[src/rtl/page_xlat_pkg.sv]
package page_xlat_pkg;
  typedef enum logic [1:0] {
    WK_IDLE = 2'd0,
    WK_REQ  = 2'd1,
    WK_WAIT = 2'd2
  } walk_state_e;
endpackage

[src/rtl/xlat_tlb.sv]
module xlat_tlb #(
  parameter int N      = 8,
  parameter int TAG_W  = 11,
  parameter int DATA_W = 20
) (
  input  logic              clk,
  input  logic              rst_n,
  input  logic              flush,
  input  logic [TAG_W-1:0]  lk_tag,
  output logic              lk_hit,
  output logic [DATA_W-1:0] lk_data,
  input  logic              fill_en,
  input  logic [TAG_W-1:0]  fill_tag,
  input  logic [DATA_W-1:0] fill_data
);
  localparam int IW = (N > 1) ? $clog2(N) : 1;

  logic [N-1:0]      vld_q;
  logic [TAG_W-1:0]  tag_q [N];
  logic [DATA_W-1:0] dat_q [N];
  logic [IW-1:0]     rr_q;
  logic [N-1:0]      hit_vec;
  logic              free_found;
  logic [IW-1:0]     free_idx;
  logic [IW-1:0]     victim;
  logic              fill_go;

  for (genvar g = 0; g < N; g++) begin : g_cmp
    assign hit_vec[g] = vld_q[g] && (tag_q[g] == lk_tag);
  end

  assign lk_hit = |hit_vec;

  always_comb begin
    lk_data = '0;
    for (int i = 0; i < N; i++) begin
      if (hit_vec[i]) lk_data = lk_data | dat_q[i];
    end
  end

  // lowest-numbered empty slot wins
  always_comb begin
    free_found = 1'b0;
    free_idx   = '0;
    for (int i = N - 1; i >= 0; i--) begin
      if (!vld_q[i]) begin
        free_found = 1'b1;
        free_idx   = IW'(i);
      end
    end
  end

  assign victim  = free_found ? free_idx : rr_q;
  assign fill_go = fill_en && !flush;

  always_ff @(posedge clk) begin
    if (!rst_n) begin
      vld_q <= '0;
      rr_q  <= '0;
    end else if (flush) begin
      vld_q <= '0;
      rr_q  <= '0;
    end else if (fill_en) begin
      vld_q[victim] <= 1'b1;
      if (!free_found) rr_q <= (rr_q == IW'(N - 1)) ? '0 : rr_q + 1'b1;
    end
  end

  always_ff @(posedge clk) begin
    if (fill_go) begin
      tag_q[victim] <= fill_tag;
      dat_q[victim] <= fill_data;
    end
  end

  // a page is never cached in two slots
  p_single_match_r9: assert property (@(posedge clk) disable iff (!rst_n)
    $onehot0(hit_vec));

  // flush leaves the cache empty even if a refill was requested
  p_flush_empty_r10: assert property (@(posedge clk) disable iff (!rst_n)
    flush |=> (vld_q == '0));
endmodule

[src/rtl/xlat_walker.sv]
module xlat_walker
  import page_xlat_pkg::*;
#(
  parameter int OFF_W = 12,
  parameter int PN_W  = 11,
  parameter int FR_W  = 20,
  localparam int PA_W  = FR_W + OFF_W,
  localparam int PTE_W = FR_W + 1
) (
  input  logic             clk,
  input  logic             rst_n,
  input  logic             req_valid,
  output logic             req_ready,
  input  logic [OFF_W-1:0] in_off,
  input  logic [PN_W-1:0]  in_pn,
  input  logic             in_range,
  input  logic             tlb_hit,
  input  logic [FR_W-1:0]  tlb_frame,
  output logic             pt_req_valid,
  input  logic             pt_req_ready,
  output logic [PN_W-1:0]  pt_req_idx,
  input  logic             pt_rsp_valid,
  input  logic [PTE_W-1:0] pt_rsp_data,
  output logic             fill_en,
  output logic [PN_W-1:0]  fill_tag,
  output logic [FR_W-1:0]  fill_frame,
  output logic             rsp_valid,
  output logic             rsp_fault,
  output logic [PA_W-1:0]  rsp_paddr
);
  function automatic logic [PA_W-1:0] join_pa(input logic [FR_W-1:0] frame,
                                              input logic [OFF_W-1:0] off);
    return {frame, off};
  endfunction

  walk_state_e      state_q;
  logic [PN_W-1:0]  pn_q;
  logic [OFF_W-1:0] off_q;

  logic             req_fire;
  logic             hit_fire;
  logic             miss_fire;
  logic             range_fault_fire;
  logic             pte_ok;
  logic [FR_W-1:0]  pte_frame;
  logic             rsp_take;

  assign req_ready        = (state_q == WK_IDLE);
  assign req_fire         = req_valid && req_ready;
  assign range_fault_fire = req_fire && !in_range;
  assign hit_fire         = req_fire && in_range && tlb_hit;
  assign miss_fire        = req_fire && in_range && !tlb_hit;

  assign pte_ok    = pt_rsp_data[PTE_W-1];
  assign pte_frame = pt_rsp_data[FR_W-1:0];
  assign rsp_take  = (state_q == WK_WAIT) && pt_rsp_valid;

  assign pt_req_valid = (state_q == WK_REQ);
  assign pt_req_idx   = pn_q;
  assign fill_en      = rsp_take && pte_ok;
  assign fill_tag     = pn_q;
  assign fill_frame   = pte_frame;

  always_ff @(posedge clk) begin
    if (!rst_n) begin
      state_q   <= WK_IDLE;
      pn_q      <= '0;
      off_q     <= '0;
      rsp_valid <= 1'b0;
      rsp_fault <= 1'b0;
      rsp_paddr <= '0;
    end else begin
      rsp_valid <= 1'b0;
      case (state_q)
        WK_IDLE: begin
          if (range_fault_fire) begin
            rsp_valid <= 1'b1;
            rsp_fault <= 1'b1;
            rsp_paddr <= '1;
          end else if (hit_fire) begin
            rsp_valid <= 1'b1;
            rsp_fault <= 1'b0;
            rsp_paddr <= join_pa(tlb_frame, in_off);
          end else if (miss_fire) begin
            pn_q    <= in_pn;
            off_q   <= in_off;
            state_q <= WK_REQ;
          end
        end
        WK_REQ: begin
          if (pt_req_ready) state_q <= WK_WAIT;
        end
        WK_WAIT: begin
          if (rsp_take) begin
            rsp_valid <= 1'b1;
            rsp_fault <= !pte_ok;
            rsp_paddr <= pte_ok ? join_pa(pte_frame, off_q) : '1;
            state_q   <= WK_IDLE;
          end
        end
        default: state_q <= WK_IDLE;
      endcase
    end
  end

  // a cached page answers on the next cycle without fault
  p_hit_next_r3: assert property (@(posedge clk) disable iff (!rst_n)
    hit_fire |=> (rsp_valid && !rsp_fault));

  // an uncached request blocks further requests
  p_miss_blocks_r7: assert property (@(posedge clk) disable iff (!rst_n)
    miss_fire |=> (!req_ready && !rsp_valid));

  // read request held until accepted
  p_idx_hold_r8: assert property (@(posedge clk) disable iff (!rst_n)
    (pt_req_valid && !pt_req_ready) |=> (pt_req_valid && $stable(pt_req_idx)));

  // faults carry an all-ones address
  p_fault_ones_r5: assert property (@(posedge clk) disable iff (!rst_n)
    (rsp_valid && rsp_fault) |-> (rsp_paddr == {PA_W{1'b1}}));

  // out-of-table addresses fault on the next cycle
  p_range_fast_r6: assert property (@(posedge clk) disable iff (!rst_n)
    range_fault_fire |=> (rsp_valid && rsp_fault));
endmodule

[src/rtl/page_xlat.sv]
module page_xlat #(
  parameter int VA_W  = 32,
  parameter int PA_W  = 32,
  parameter int OFF_W = 12,
  parameter int PN_W  = 11,
  parameter int TLB_N = 8,
  localparam int FR_W  = PA_W - OFF_W,
  localparam int PTE_W = FR_W + 1,
  localparam int HI_W  = VA_W - OFF_W - PN_W
) (
  input  logic             clk,
  input  logic             rst_n,
  input  logic             flush,
  input  logic             req_valid,
  output logic             req_ready,
  input  logic [VA_W-1:0]  req_vaddr,
  output logic             rsp_valid,
  output logic             rsp_fault,
  output logic [PA_W-1:0]  rsp_paddr,
  output logic             pt_req_valid,
  input  logic             pt_req_ready,
  output logic [PN_W-1:0]  pt_req_idx,
  input  logic             pt_rsp_valid,
  input  logic [PTE_W-1:0] pt_rsp_data
);
  function automatic logic [PN_W-1:0] page_of(input logic [VA_W-1:0] va);
    return va[OFF_W +: PN_W];
  endfunction

  function automatic logic [OFF_W-1:0] offset_of(input logic [VA_W-1:0] va);
    return va[OFF_W-1:0];
  endfunction

  logic [PN_W-1:0]  in_pn;
  logic [OFF_W-1:0] in_off;
  logic             in_range;
  logic             tlb_hit;
  logic [FR_W-1:0]  tlb_frame;
  logic             fill_en;
  logic [PN_W-1:0]  fill_tag;
  logic [FR_W-1:0]  fill_frame;
  logic [OFF_W-1:0] off_track_q;

  assign in_pn  = page_of(req_vaddr);
  assign in_off = offset_of(req_vaddr);

  if (HI_W > 0) begin : g_range
    assign in_range = ~|req_vaddr[VA_W-1:OFF_W+PN_W];
  end else begin : g_full
    assign in_range = 1'b1;
  end

  xlat_tlb #(
    .N      (TLB_N),
    .TAG_W  (PN_W),
    .DATA_W (FR_W)
  ) u_tlb (
    .clk       (clk),
    .rst_n     (rst_n),
    .flush     (flush),
    .lk_tag    (in_pn),
    .lk_hit    (tlb_hit),
    .lk_data   (tlb_frame),
    .fill_en   (fill_en),
    .fill_tag  (fill_tag),
    .fill_data (fill_frame)
  );

  xlat_walker #(
    .OFF_W (OFF_W),
    .PN_W  (PN_W),
    .FR_W  (FR_W)
  ) u_walker (
    .clk          (clk),
    .rst_n        (rst_n),
    .req_valid    (req_valid),
    .req_ready    (req_ready),
    .in_off       (in_off),
    .in_pn        (in_pn),
    .in_range     (in_range),
    .tlb_hit      (tlb_hit),
    .tlb_frame    (tlb_frame),
    .pt_req_valid (pt_req_valid),
    .pt_req_ready (pt_req_ready),
    .pt_req_idx   (pt_req_idx),
    .pt_rsp_valid (pt_rsp_valid),
    .pt_rsp_data  (pt_rsp_data),
    .fill_en      (fill_en),
    .fill_tag     (fill_tag),
    .fill_frame   (fill_frame),
    .rsp_valid    (rsp_valid),
    .rsp_fault    (rsp_fault),
    .rsp_paddr    (rsp_paddr)
  );

  // offset of the most recently accepted request, kept for checking only
  always_ff @(posedge clk) begin
    if (!rst_n) off_track_q <= '0;
    else if (req_valid && req_ready) off_track_q <= in_off;
  end

  // the byte offset survives translation
  p_offset_pass_r1: assert property (@(posedge clk) disable iff (!rst_n)
    (rsp_valid && !rsp_fault) |-> (rsp_paddr[OFF_W-1:0] == off_track_q));

  // a faulting walk never installed a mapping
  p_no_fill_on_fault_r5: assert property (@(posedge clk) disable iff (!rst_n)
    (rsp_valid && rsp_fault) |-> !$past(fill_en));
endmodule

[config.mk]
export PLATFORM = sky130hd
export DESIGN_NAME = page_xlat
export DESIGN_NICKNAME = d
export VERILOG_FILES = /design/src/rtl/page_xlat_pkg.sv /design/src/rtl/xlat_tlb.sv /design/src/rtl/xlat_walker.sv /design/src/rtl/page_xlat.sv
export SDC_FILE = /design/constraint.sdc
export NUM_CORES = 1
export LEC_CHECK = 0
export ABC_AREA = 0
export BUFFER_PORTS_ARGS = -buffer_cell sky130_fd_sc_hd__buf_2
export CAP_MARGIN = 20
export CORE_ASPECT_RATIO = 1.5
export CORE_MARGIN = 5
export CORE_UTILIZATION = 33
export DETAILED_ROUTE_END_ITERATION = 12
export HOLD_SLACK_MARGIN = 0.15
export PLACE_DENSITY_LB_ADDON = 0.1
export SYNTH_ARGS = -nofsm -noshare
export SYNTH_HDL_FRONTEND = slang
export SYNTH_SLANG_ARGS = --single-unit
[constraint.sdc]
create_clock -name clk -period 6.5 [get_ports clk]
set_input_delay 1.3 -clock clk [delete_from_list [all_inputs] [get_ports clk]]
set_output_delay 1.3 -clock clk [all_outputs]
set_load 0.05 [all_outputs]
Word level (Yosys, flattened, before mapping)
Memories as Yosys holds them, arrays and structs flattened.
Index checks and enable logic that the tools add are counted.
Storage, ports and cells
  output and inout bits: 47
  latch bits: 0
  register bits after elaboration: 70
  logic and storage cells: 121
  bits in read-only memories: 0
  RAM bits: 248
  memories: 2
Cells by class
  bitwise operators: 12
  mux-type cells: 49
  $lt $le $gt $ge: 2
  $add $sub $neg: 1
  $mul: 0
  shifts and indexed selects: 0
  divide/modulo/power cells: 0
  equality and inequality tests: 17
  reduce and logical (&&, ||, !) cells: 30
Memory list
  u_tlb.dat_q: depth 8, width 20, read ports 8, clocked after Yosys merged registers in 0, write ports 1, RTL line xlat_tlb.sv:20  | logic [DATA_W-1:0] dat_q [N];
  u_tlb.tag_q: depth 8, width 11, read ports 8, clocked after Yosys merged registers in 0, write ports 1, RTL line xlat_tlb.sv:19  | logic [TAG_W-1:0] tag_q [N];
Operators with widths (number)
  2-to-1 mux 20 bit: 8
  OR 20 bit: 7
  2-to-1 mux 32 bit: 4
  equality test 11 bit: 8
  one-hot mux 32 bit (2 select lines): 1
  2-to-1 mux 3 bit: 10
  logical AND 1 bit: 17
  2-to-1 mux 1 bit: 17
  2-to-1 mux 2 bit: 5
  OR reduction 9 bit: 1
  OR 8 bit: 1
  OR reduction 8 bit: 1
  inequality test 2 bit (second input constant): 3
  one-hot mux 2 bit (3 select lines): 1
  AND reduction 5 bit: 1
  logical NOT 1 bit: 4
  less-than comparator 3 x 4 -> 1 bit (second input constant): 1
  inequality test 2 x 1 -> 1 bit (second input constant): 2
  NOT 1 bit: 4
  one-hot mux 1 bit (2 select lines): 2
  AND reduction 4 bit: 1
  adder 3 x 1 -> 3 bit (second input constant): 1
  demux 1 bit (select 3 bit): 1
  equality test 3 bit (second input constant): 1
  9 further kinds: 9

Longest topological paths before layout
Gate-level depths: netlist of the first run.
  depth in word-level cells: 20
  mapped depth: 10
  mapped depth without buffers: 7

Cells and area by module
A second synthesis of the first run with hierarchy kept.
Second synthesis, totals
  cell total of the unflattened synthesis: 994
  area, all modules: 13441.6 sq um
Modules (own cells, without submodules)
  xlat_tlb: area each 10515.1 sq um, instances 1, cells an instance 650, sequential area each 7667.4 sq um
  xlat_walker: area each 2900.3 sq um, instances 1, cells an instance 341, sequential area each 1181.1 sq um
  page_xlat: area each 26.3 sq um, instances 1, cells an instance 3, sequential area each 0.0 sq um

Worst setup path after synthesis of the first run
OpenSTA, ideal clock, no wires.
  path type: input-to-reg
  start point: in pt_rsp_data[20]
  end point: mem u_tlb.dat_q[4][0], enable pin
  arrival: 3.214 ns
  stages: 4
  slack: 2.867 ns
  required time: 6.081 ns
  library setup time: 0.419 ns
  cells stage by stage: and2_1 > nand2_1 > or3_1 > nor2_1
On the way
  cells in the longest elaborated chain, start to end: 4
Ends and longest elaborated chain
  from (decl): RTL line page_xlat.sv:24  | input logic [PTE_W-1:0] pt_rsp_data
  logical AND 1 bit: RTL line xlat_walker.sv:60  | assign fill_en = rsp_take && pte_ok;
  logical AND 1 bit: RTL line xlat_tlb.sv:54  | assign fill_go = fill_en && !flush;
  2-to-1 mux 1 bit: RTL line xlat_tlb.sv:70  | if (fill_go) begin
  2-to-1 mux 1 bit (implied by the code): RTL line xlat_tlb.sv:72  | dat_q[victim] <= fill_data;
  to (decl): RTL line xlat_tlb.sv:20
No other way between the ends.

Worst setup path in the final report of the first run
  start point: in req_vaddr[15]
  end point: reg u_walker.rsp_paddr[24]
On the way
  cells in the longest elaborated chain, start to end: 20
  elaborated cells on any way between the ends: 38
  classes of those cells: eq/ne (9); mux (11); bitwise (7); reduce/logical (11)
Ends and longest elaborated chain
  from (decl): RTL line page_xlat.sv:16  | input logic [VA_W-1:0] req_vaddr,
  equality test 11 bit: RTL line xlat_tlb.sv:29  | assign hit_vec[g] = vld_q[g] && (tag_q[g] == lk_tag);
  logical AND 1 bit: RTL line xlat_tlb.sv:29
  2-to-1 mux 20 bit: RTL line xlat_tlb.sv:37  | if (hit_vec[i]) lk_data = lk_data | dat_q[i];
  OR 20 bit: RTL line xlat_tlb.sv:37
  2-to-1 mux 20 bit: RTL line xlat_tlb.sv:37
  OR 20 bit: RTL line xlat_tlb.sv:37
  2-to-1 mux 20 bit: RTL line xlat_tlb.sv:37
  OR 20 bit: RTL line xlat_tlb.sv:37
  (+4 left out)
  2-to-1 mux 20 bit: RTL line xlat_tlb.sv:37
  OR 20 bit: RTL line xlat_tlb.sv:37
  2-to-1 mux 20 bit: RTL line xlat_tlb.sv:37
  OR 20 bit: RTL line xlat_tlb.sv:37
  2-to-1 mux 20 bit: RTL line xlat_tlb.sv:37
  2-to-1 mux 32 bit: RTL line xlat_walker.sv:80  | end else if (hit_fire) begin
  2-to-1 mux 32 bit: RTL line xlat_walker.sv:76  | if (range_fault_fire) begin
  one-hot mux 32 bit (2 select lines): RTL line xlat_walker.sv:74  | case (state_q)
  to (signal assigned): RTL line xlat_walker.sv:83  | rsp_paddr <= join_pa(tlb_frame, in_off);
  to (signal assigned): RTL line xlat_walker.sv:97  | rsp_paddr <= pte_ok ? join_pa(pte_frame, off_q) : '1;
  to (decl): RTL line xlat_walker.sv:29  | output logic [PA_W-1:0] rsp_paddr
Parallel ways exist; a longest one is shown, timed or not. The select of a mux whose other input is x is not followed.
A chain may end at the register's enable or synchronous reset.

==> flow_metrics.tcl, run 1 <==
set metrics [dict create \
    leakage_nw 5.20 \
    skew_ns 0.0162 \
    post_synth.cell_area_avg_um2 15.0 \
    r2r_slack_ns 3.15 \
    drt-met1-wl_um 15000 \
    drc 0 \
    reg2reg_to "u_walker.rsp_paddr[24]" \
    grt_overflow_total 0 \
    p_per_area_nw_per_um2 288 \
    synthDistinctLibCells 44 \
    antenna_found_initial 2 \
    post_cts_buffers 0 \
    synthMuxAreaShare 0.0463 \
    fin_crit_sh 0.616 \
    clk_pin_slew_ns 0.06 \
    hp-class "register to register" \
    synthCells 853 \
    startpoint "req_vaddr[15]" \
    final_antenna_net_count 0 \
    clockBufferDepth 3 \
    crit_path_end "u_walker.rsp_paddr[24]" \
    cts_resized 0 \
    route.met3.wl_um 1250 \
    dpl.hpwl_um 23200 \
    clock_sinks 318 \
    power_w 0.00431 \
    synth-simple-area-share 0.0858 \
    postCtsHoldBufs 0 \
    die_y_um 251 \
    cts_buffers 34 \
    worst_slack_ns 2.50 \
    cap_violations 0 \
    rsz0062_at_grt "no" \
    tightest_slew_ns 1.03 \
    synth_top_family_by_area "simple AND/OR/NAND/NOR gates" \
    coreArea_um2 38400 \
    grt_max_degree 55 \
    fin_tns_setup_ns 0 \
    setup_viol 0 \
    ios 106 \
    synthAdderAreaFrac 0.00196 \
    wl_met2_um 19900 \
    cts_tree "yes" \
    fin_util 0.389 \
    synth_compound_area_frac 0.0845 \
    clock.fmax_mhz 250 \
    htreeDepth 2 \
    drt_pass1_iterations 4 \
    slew_violations 0 \
    yosysSeqAreaShare 0.692 \
    startpoint_type "input pin" \
    wl_um 37500 \
    yosysWarnings 0 \
    netlist_area_um2 12800 \
    reg2reg_depth 9 \
    start_util 0.333 \
    synth.largest_area_cell "edfxtp_1" \
    synth_ff_type "edfxtp_1" \
    outcome "complete, no violations" \
    period_needed_ns 4.01 \
    crit_path_end_kind "register" \
    synth.net_count 914 \
    die_area_um2 42800 \
    synth_common_cells "edfxtp_1, xnor2_1, dfxtp_1, a22oi_1, mux2i_1" \
    arrival_ns 4.44 \
    yosysTopAreaCellShare 0.583 \
    synth.most_common_cell "edfxtp_1" \
    portBuffers 105 \
    worstSkewPairLatency_ns 0.52 \
    cts_root_buf "clkbuf_16" \
    hold_viol_final 0 \
    gp_congestion 0.780 \
    vias_per_cell 5.17 \
    fp-row-count 88 \
    post_drt_wl_per_cell_um 25.1 \
    crit-reg2reg-launch "u_tlb.tag_q[4][2]" \
    synth_seq_cells 318 \
    area_delta_synth_final_pct 17.0 \
    crit_type "input pin to register" \
    first_iter_violations 464 \
    synth_edf_count 248 \
    timing.slew.headroom 0.309 \
    synthArstFlopShare 0 \
    drive_above_1_share 0.206 \
    grt_use_total 0.174 \
    synth_area_leaders "edfxtp_1, dfxtp_1, xnor2_1, mux2i_1, a22oi_1" \
    die_w_um 171 \
    fin_hold_ws_ns 0.451 \
    grt_pass1_vias 7941 \
    required_ns 6.94 \
    synth_xor_area_frac 0.0627 \
    pre_cts_ws_ns 1.83 \
    cp_max_fo 26 \
    ir_drop_uv 154 \
    vias 7717 \
    grt_pass1_wl_um 54700 \
    min_path_cells 2 \
    top_layer "met4" \
    nets 1033 \
]
## routing by layer
layer  up-vias  global-route usage
met5         -                   0
met4         0              0.0674
met3        62              0.0250
met2       149               0.314
met1      3931               0.206
li1       3575                   -
## worst max-delay path: stages
cell      delay, ns
buf_2          0.27
xnor2_1        0.15
nand4_1        0.27
nor3_2         0.25
buf_4          0.37
nor3_2         0.11
a311oi_2       0.31
o21a_2         0.77
buf_4          0.35
mux2i_1        0.21
## placed cells by master (no fill, tap or decap), types with 3 or more instances in the layout
cell / n
edfxtp_1: 248
buf_2: 104
xnor2_1: 84
dfxtp_1: 70
a22oi_1: 61
mux2i_1: 58
nand4_1: 46
nand2_1: 45
clkbuf_16: 35
o221ai_1: 32
nand3_1: 26
buf_4: 26
nor2b_1: 24
a221o_1: 20
nor2_1: 17
clkbuf_1: 14
nor3_2: 9
nor2_4: 8
nor3_1: 7
a21oi_1: 6
inv_1: 5
and2_1: 4
xnor2_2: 4
a31oi_1: 4
clkinv_2: 4
clkinv_1: 3
## sequential cells by signal (all words and copies together), names as in the netlist
signal,count
u_tlb.dat_q,160
u_tlb.rr_q,3
u_tlb.tag_q,88
u_tlb.vld_q,8
u_walker.fill_tag,11
u_walker.off_q,12
u_walker.rsp_fault,1
u_walker.rsp_paddr,32
u_walker.rsp_valid,1
u_walker.state_q,2
## per-stage QoR
step / cell area, µm² / instances
2_1_floorplan: 12800 / 853
3_3_place_gp: 13900 / 1431
3_5_place_dp: 13900 / 1431
4_1_cts: 14900 / 1492
5_1_grt: 14900 / 1492
6_report: 14900 / 1494
## logic make-up (layout without fill, tap and decap cells)
kind of cell,after synthesis,in the layout
AO/OA/AOI/OAI,134,134
multiplexers,59,59
flip-flops,318,318
adder cells (fa/ha/maj),2,2
other,0,2
XOR/XNOR,88,88
buffers and inverters,52,196
AND/OR/NAND/NOR,200,200
## how the worst min path moves through the flow
stage / startpoint / to / slack [ns]
3_3_place_gp: u_walker.rsp_fault / u_walker.rsp_fault / 0.44
6_report: u_walker.rsp_fault / u_walker.rsp_fault / 0.45
5_1_grt: u_walker.rsp_fault / u_walker.rsp_fault / 0.46
4_1_cts: u_walker.rsp_fault / u_walker.rsp_fault / 0.45
2_1_floorplan: u_tlb.vld_q[2] / u_tlb.vld_q[2] / 0.47
3_5_place_dp: u_walker.rsp_paddr[17] / u_walker.rsp_paddr[17] / 0.44
## power breakdown
part	switching, W	internal (W)	total (W)	leakage (nW)
combinational	0.000157	0.0000685	0.000226	1.76
sequential	0.00000830	0.00219	0.00220	2.93
clock	0.000781	0.00110	0.00188	0.515
## cell type report
type / count / area, µm²
fillers: 3611 / 23500
flip-flops and latches: 318 / 8850
multi-input cells: 483 / 3680
clock buffers: 51 / 956
repair buffers: 130 / 716
well taps: 495 / 619
clock inverters: 10 / 100
inverters: 5 / 18.8
diodes: 2 / 5.00
Power figures use the tool's default switching activity.
==> run 2: changes to the inputs <==
==> constraint.sdc (replaced) <==
create_clock -name clk -period 3.5 [get_ports clk]
set_input_delay 0.7 -clock clk [delete_from_list [all_inputs] [get_ports clk]]
set_output_delay 0.7 -clock clk [all_outputs]
set_load 0.05 [all_outputs]
==> flow_metrics.tcl, run 2 (same netlist as run 1, synthesis figures left out) <==
set metrics [dict create \
    register_area_um2 8850 \
    outcome "complete, no violations" \
    fp-row-count 88 \
    cts_buffers 31 \
    antenna_found_initial 4 \
    rsz0062_at_grt "no" \
    mostFrequentLayoutCell "edfxtp_1" \
    post_cts_buffers 0 \
    route.met3.wl_um 1530 \
    nets 1039 \
    cts_resized 0 \
    coreArea_um2 38400 \
    largest_register "u_tlb.dat_q" \
    area_delta_synth_final_pct 17.7 \
    wl_met2_um 20700 \
    cts_root_buf "clkbuf_16" \
    dpl.hpwl_um 23600 \
    hold_viol_final 0 \
    required_ns 4.00 \
    skew_ns 0.00989 \
    clock_sinks 318 \
    grt_overflow_total 0 \
    holdCritStartpoint "req_vaddr[5]" \
    portBuffers 105 \
    htreeDepth 1 \
    multi_input_area_um2 3680 \
    first_iter_violations 523 \
    crit_type "register to register" \
    cp_max_fo 34 \
    grt_pass1_vias 8036 \
    clock.fmax_mhz 375 \
    drive_above_1_share 0.217 \
    clockBufferDepth 3 \
    grt_pass1_wl_um 55400 \
    die_area_um2 42800 \
    drt_pass1_iterations 4 \
    wl_um 38200 \
    largest_reg_flops 160 \
    period_needed_ns 2.67 \
    crit-reg2reg-launch "u_tlb.tag_q[6][7]" \
    clk_pin_slew_ns 0.06 \
    drt-met1-wl_um 14600 \
    grt_max_degree 55 \
    gp_congestion 0.810 \
    crit_path_end_kind "register" \
    cts_tree "yes" \
    ios 106 \
    fin_crit_sh 0.762 \
    most-common-layout-cells "edfxtp_1, buf_2, xnor2_1" \
    startpoint "u_tlb.tag_q[6][7]" \
    top_layer "met5" \
    worstSkewPairLatency_ns 0.58 \
    fin_tns_setup_ns 0 \
    final_antenna_net_count 0 \
    arrival_ns 3.16 \
    ir_drop_uv 429 \
    start_util 0.333 \
    setup_viol 0 \
    vias_per_cell 5.23 \
    post_drt_wl_per_cell_um 25.4 \
    largestRegisters "u_tlb.dat_q x160, u_tlb.tag_q x88, u_walker.rsp_paddr x32" \
    startpoint_type "register" \
    hp-class "input pin to register" \
    leakage_nw 5.29 \
    vias 7846 \
    drc 0 \
    die_y_um 251 \
    tightest_slew_ns 0.718 \
    die_w_um 171 \
    fin_util 0.391 \
    slew_violations 0 \
    timing.slew.headroom 0.521 \
    fillCellCount 3604 \
    grt_use_total 0.175 \
    postCtsHoldBufs 0 \
    cap_violations 0 \
    p_per_area_nw_per_um2 518 \
]
-- run 2: worst paths after layout --
kind / to / slack [ns] / cells after the start
min reg2reg: u_walker.rsp_fault / 0.45 / 2
min: u_walker.off_q[5] / 0.41 / 3
max reg2reg: u_walker.rsp_paddr[26] / 0.83 / 8
max: u_walker.rsp_paddr[26] / 0.83 / 8
-- run 2: worst max-delay path, stage by stage, from the launching register on --
cell,delay [ns]
edfxtp_1,0.37
xnor2_1,0.50
nand4_1,0.31
nor3_4,0.29
nor3_2,0.09
a311oi_2,0.32
o21a_2,0.21
buf_12,0.26
mux2i_1,0.21
-- run 2: metrics by stage --
stage	instances	area, µm²	total power [W]	hold WS [ns]	setup WS, ns
finish	1501	15000	0.00779	0.408	0.834
global route	1499	15000	0.00804	0.412	0.719
CTS	1498	15000	0.00789	0.384	0.809
detailed placement	1440	14000	0.00460	0.447	0.269
global placement	1440	14000	0.00460	0.436	0.268
floorplan	853	12800	0.00445	0.465	0.367
-- run 2: area by class of cell --
| cell class | instances | share of cell area |
|---|---|---|
| flip-flops and latches | 318 | 0.588 |
| multi-input cells | 483 | 0.244 |
| clock buffers | 45 | 0.0591 |
| repair buffers | 139 | 0.0587 |
| well taps | 495 | 0.0412 |
| clock inverters | 13 | 0.00649 |
| inverters | 5 | 0.00125 |
| diodes | 3 | 0.000499 |
-- run 2: metal layers --
layer / vias to the layer above / global-route usage
met5: - / 0
met4: 2 / 0.0637
met2: 199 / 0.326
met3: 71 / 0.0204
met1: 3999 / 0.206
li1: 3575 / -
-- run 2: report_power, final --
group | internal [W] | total (W) | switching [W] | leakage (nW)
sequential | 0.00407 | 0.00409 | 0.0000168 | 2.98
combinational | 0.000132 | 0.000427 | 0.000295 | 1.82
clock | 0.00183 | 0.00327 | 0.00144 | 0.486
total | 0.00604 | 0.00779 | 0.00175 | 5.29
==> run 3: changes to the inputs <==
==> constraint.sdc (replaced) <==
create_clock -name clk -period 2.41 [get_ports clk]
set_input_delay 0.482 -clock clk [delete_from_list [all_inputs] [get_ports clk]]
set_output_delay 0.482 -clock clk [all_outputs]
set_load 0.05 [all_outputs]
==> flow_metrics.tcl, run 3 (same netlist as run 1, synthesis figures left out) <==
set metrics [dict create \
    required_ns 2.91 \
    worst_slack_ns -0.00322 \
    leakage_nw 5.89 \
    p_int_w 0.00904 \
    startpoint_type "register" \
    worstSkewPairLatency_ns 0.58 \
    final_antenna_net_count 0 \
    min_path_cells 3 \
    die_w_um 171 \
    timing.slew.headroom 0.650 \
    vias_per_cell 5.09 \
    hold_path_end "u_walker.off_q[0]" \
    nets 1136 \
    hp-class "input pin to register" \
    coreArea_um2 38400 \
    grt_use_total 0.177 \
    vias 8112 \
    fin_tns_setup_ns -0.00846 \
    failed_checks "setup timing" \
    setup_viol 3 \
    holdCritStartpoint "req_vaddr[0]" \
    p_clk_frac 0.427 \
    area_delta_synth_final_pct 26.0 \
    startpoint "u_tlb.tag_q[7][5]" \
    die_y_um 251 \
    slew_violations 0 \
    arrival_ns 2.91 \
    reg2reg_to "u_walker.rsp_paddr[17]" \
    crit_type "register to register" \
    fp-row-count 88 \
    r2r_slack_ns -0.003 \
    drc 0 \
    antenna_found_initial 3 \
    largest_reg_flops 160 \
    cts_buffers 31 \
    power_frac_comb 0.061 \
    cts_tree "yes" \
    path_cells "xnor2_1 > nand4_1 > nor4_4 > nor4_2 > a311oi_2 > o21a_2 > buf_12 > mux2i_1" \
    grt_max_degree 33 \
    largestRegisters "u_tlb.dat_q x160, u_tlb.tag_q x88, u_walker.rsp_paddr x32" \
    cp_slowest_stage_delay_ns 0.38 \
    dpl.hpwl_um 25800 \
    pwr-share-seq 0.512 \
    skew_ns 0.0147 \
    start_util 0.333 \
    ir_drop_uv 503 \
    mostFrequentLayoutCell "edfxtp_1" \
    p_per_area_nw_per_um2 720 \
    ios 106 \
    clock.fmax_mhz 414 \
    postCtsHoldBufs 0 \
    place_inst 1535 \
    cpMaxStageDelayCell "edfxtp_1" \
    clockBufferDepth 3 \
    drt-met1-wl_um 14900 \
    htreeDepth 1 \
    post_drt_wl_per_cell_um 24.0 \
    crit_buf_inv 1 \
    most-common-layout-cells "edfxtp_1, buf_4, buf_2" \
    route.met3.wl_um 1380 \
    cap_violations 0 \
    drt_pass1_iterations 6 \
    die_area_um2 42800 \
    grt_pass1_wl_um 56100 \
    cp_max_fo 14 \
    rsz0062_at_grt "yes" \
    power.share.switching 0.221 \
    wl_um 38200 \
    fin_crit_sh 1.00 \
    outcome "finished, violations left" \
    wl_met2_um 20800 \
    clock_sinks 318 \
    hold_viol_final 0 \
    gp_congestion 0.823 \
    largest_register "u_tlb.dat_q" \
    switching_power_w 0.00256 \
    crit_path_end_kind "register" \
    period_needed_ns 2.41 \
    grt_overflow_total 0 \
    crit-reg2reg-launch "u_tlb.tag_q[7][5]" \
    drive_above_1_share 0.298 \
    cp_top_family "simple AND/OR/NAND/NOR gates" \
    cts_root_buf "clkbuf_16" \
    top_layer "met5" \
    tightest_slew_ns 0.523 \
    stdcell_count 1595 \
    reg2reg_depth 8 \
    first_iter_violations 582 \
    portBuffers 105 \
    clk_pin_slew_ns 0.07 \
    grt_pass1_vias 8390 \
]
## run 3: changes by cell type in the layout (fill, tap and decap cells not counted), sizes merged
cell,delta
clkinv,-2
clkinvlp,+2
clkbuf,-5
bufinv,+3
diode,-2
buf,+97
inv,+1
## run 3: metrics by stage
step | power [W] | hold WS, ns | cell area [µm²] | setup WS, ns | util
finish | 0.0116 | 0.184 | 16100 | -0.00322 | 0.419
floorplan | 0.00647 | 0.465 | 12800 | -0.259 | -
CTS | 0.0118 | 0.160 | 16100 | 0.000219 | 0.418
global placement | 0.00676 | 0.441 | 15000 | -0.564 | 0.389
global route | 0.0120 | 0.175 | 16100 | -0.0841 | 0.419
detailed placement | 0.00676 | 0.444 | 15000 | -0.590 | 0.389
## run 3: worst max path at each step
stage                                         to  slack, ns  cells past startpoint
final                     u_walker.rsp_paddr[17]     -0.003                      8
after global routing      u_walker.rsp_paddr[29]      -0.08                      8
after CTS                 u_walker.rsp_paddr[29]     0.0002                     10
after detailed placement  u_walker.rsp_paddr[29]      -0.59                     10
after global placement    u_walker.rsp_paddr[28]      -0.56                     10
after floorplan                u_tlb.dat_q[7][0]      -0.26                      6
## run 3: worst min-delay path, cell delays in order
cell	delay, ns
buf_2	0.09
mux2i_1	0.06
nor2b_1	0.09
## run 3: cell type report
class                   instances  area [µm²]
diodes                          1        2.50
flip-flops and latches        318        8850
inverters                       5        18.8
well taps                     495         619
multi-input cells             483        3770
repair buffers                236        1820
clock buffers                  40         830
clock inverters                17         201
fillers                      3585       22300
## run 3: what timing repair did
action                     in CTS  in global routing
gates resized for setup         7                  7
pin swaps                       5                  3
setup endpoints to repair      34                 55
buffers inserted                1                  1
## run 3: power groups by stage
stage / logic, W / registers (W) / clock network (W)
after global routing: 0.000756 / 0.00594 / 0.00531
after CTS: 0.000716 / 0.00593 / 0.00510
after global placement: 0.000706 / 0.00605 / 0
after floorplan: 0.000272 / 0.00619 / 0
final: 0.000708 / 0.00593 / 0.00496
after detailed placement: 0.000706 / 0.00605 / 0
## run 3: routing by layer
metal,GRT usage,up-vias
met5,0,-
met4,0.0502,4
met3,0.0227,55
met2,0.334,143
met1,0.207,4132
li1,-,3778
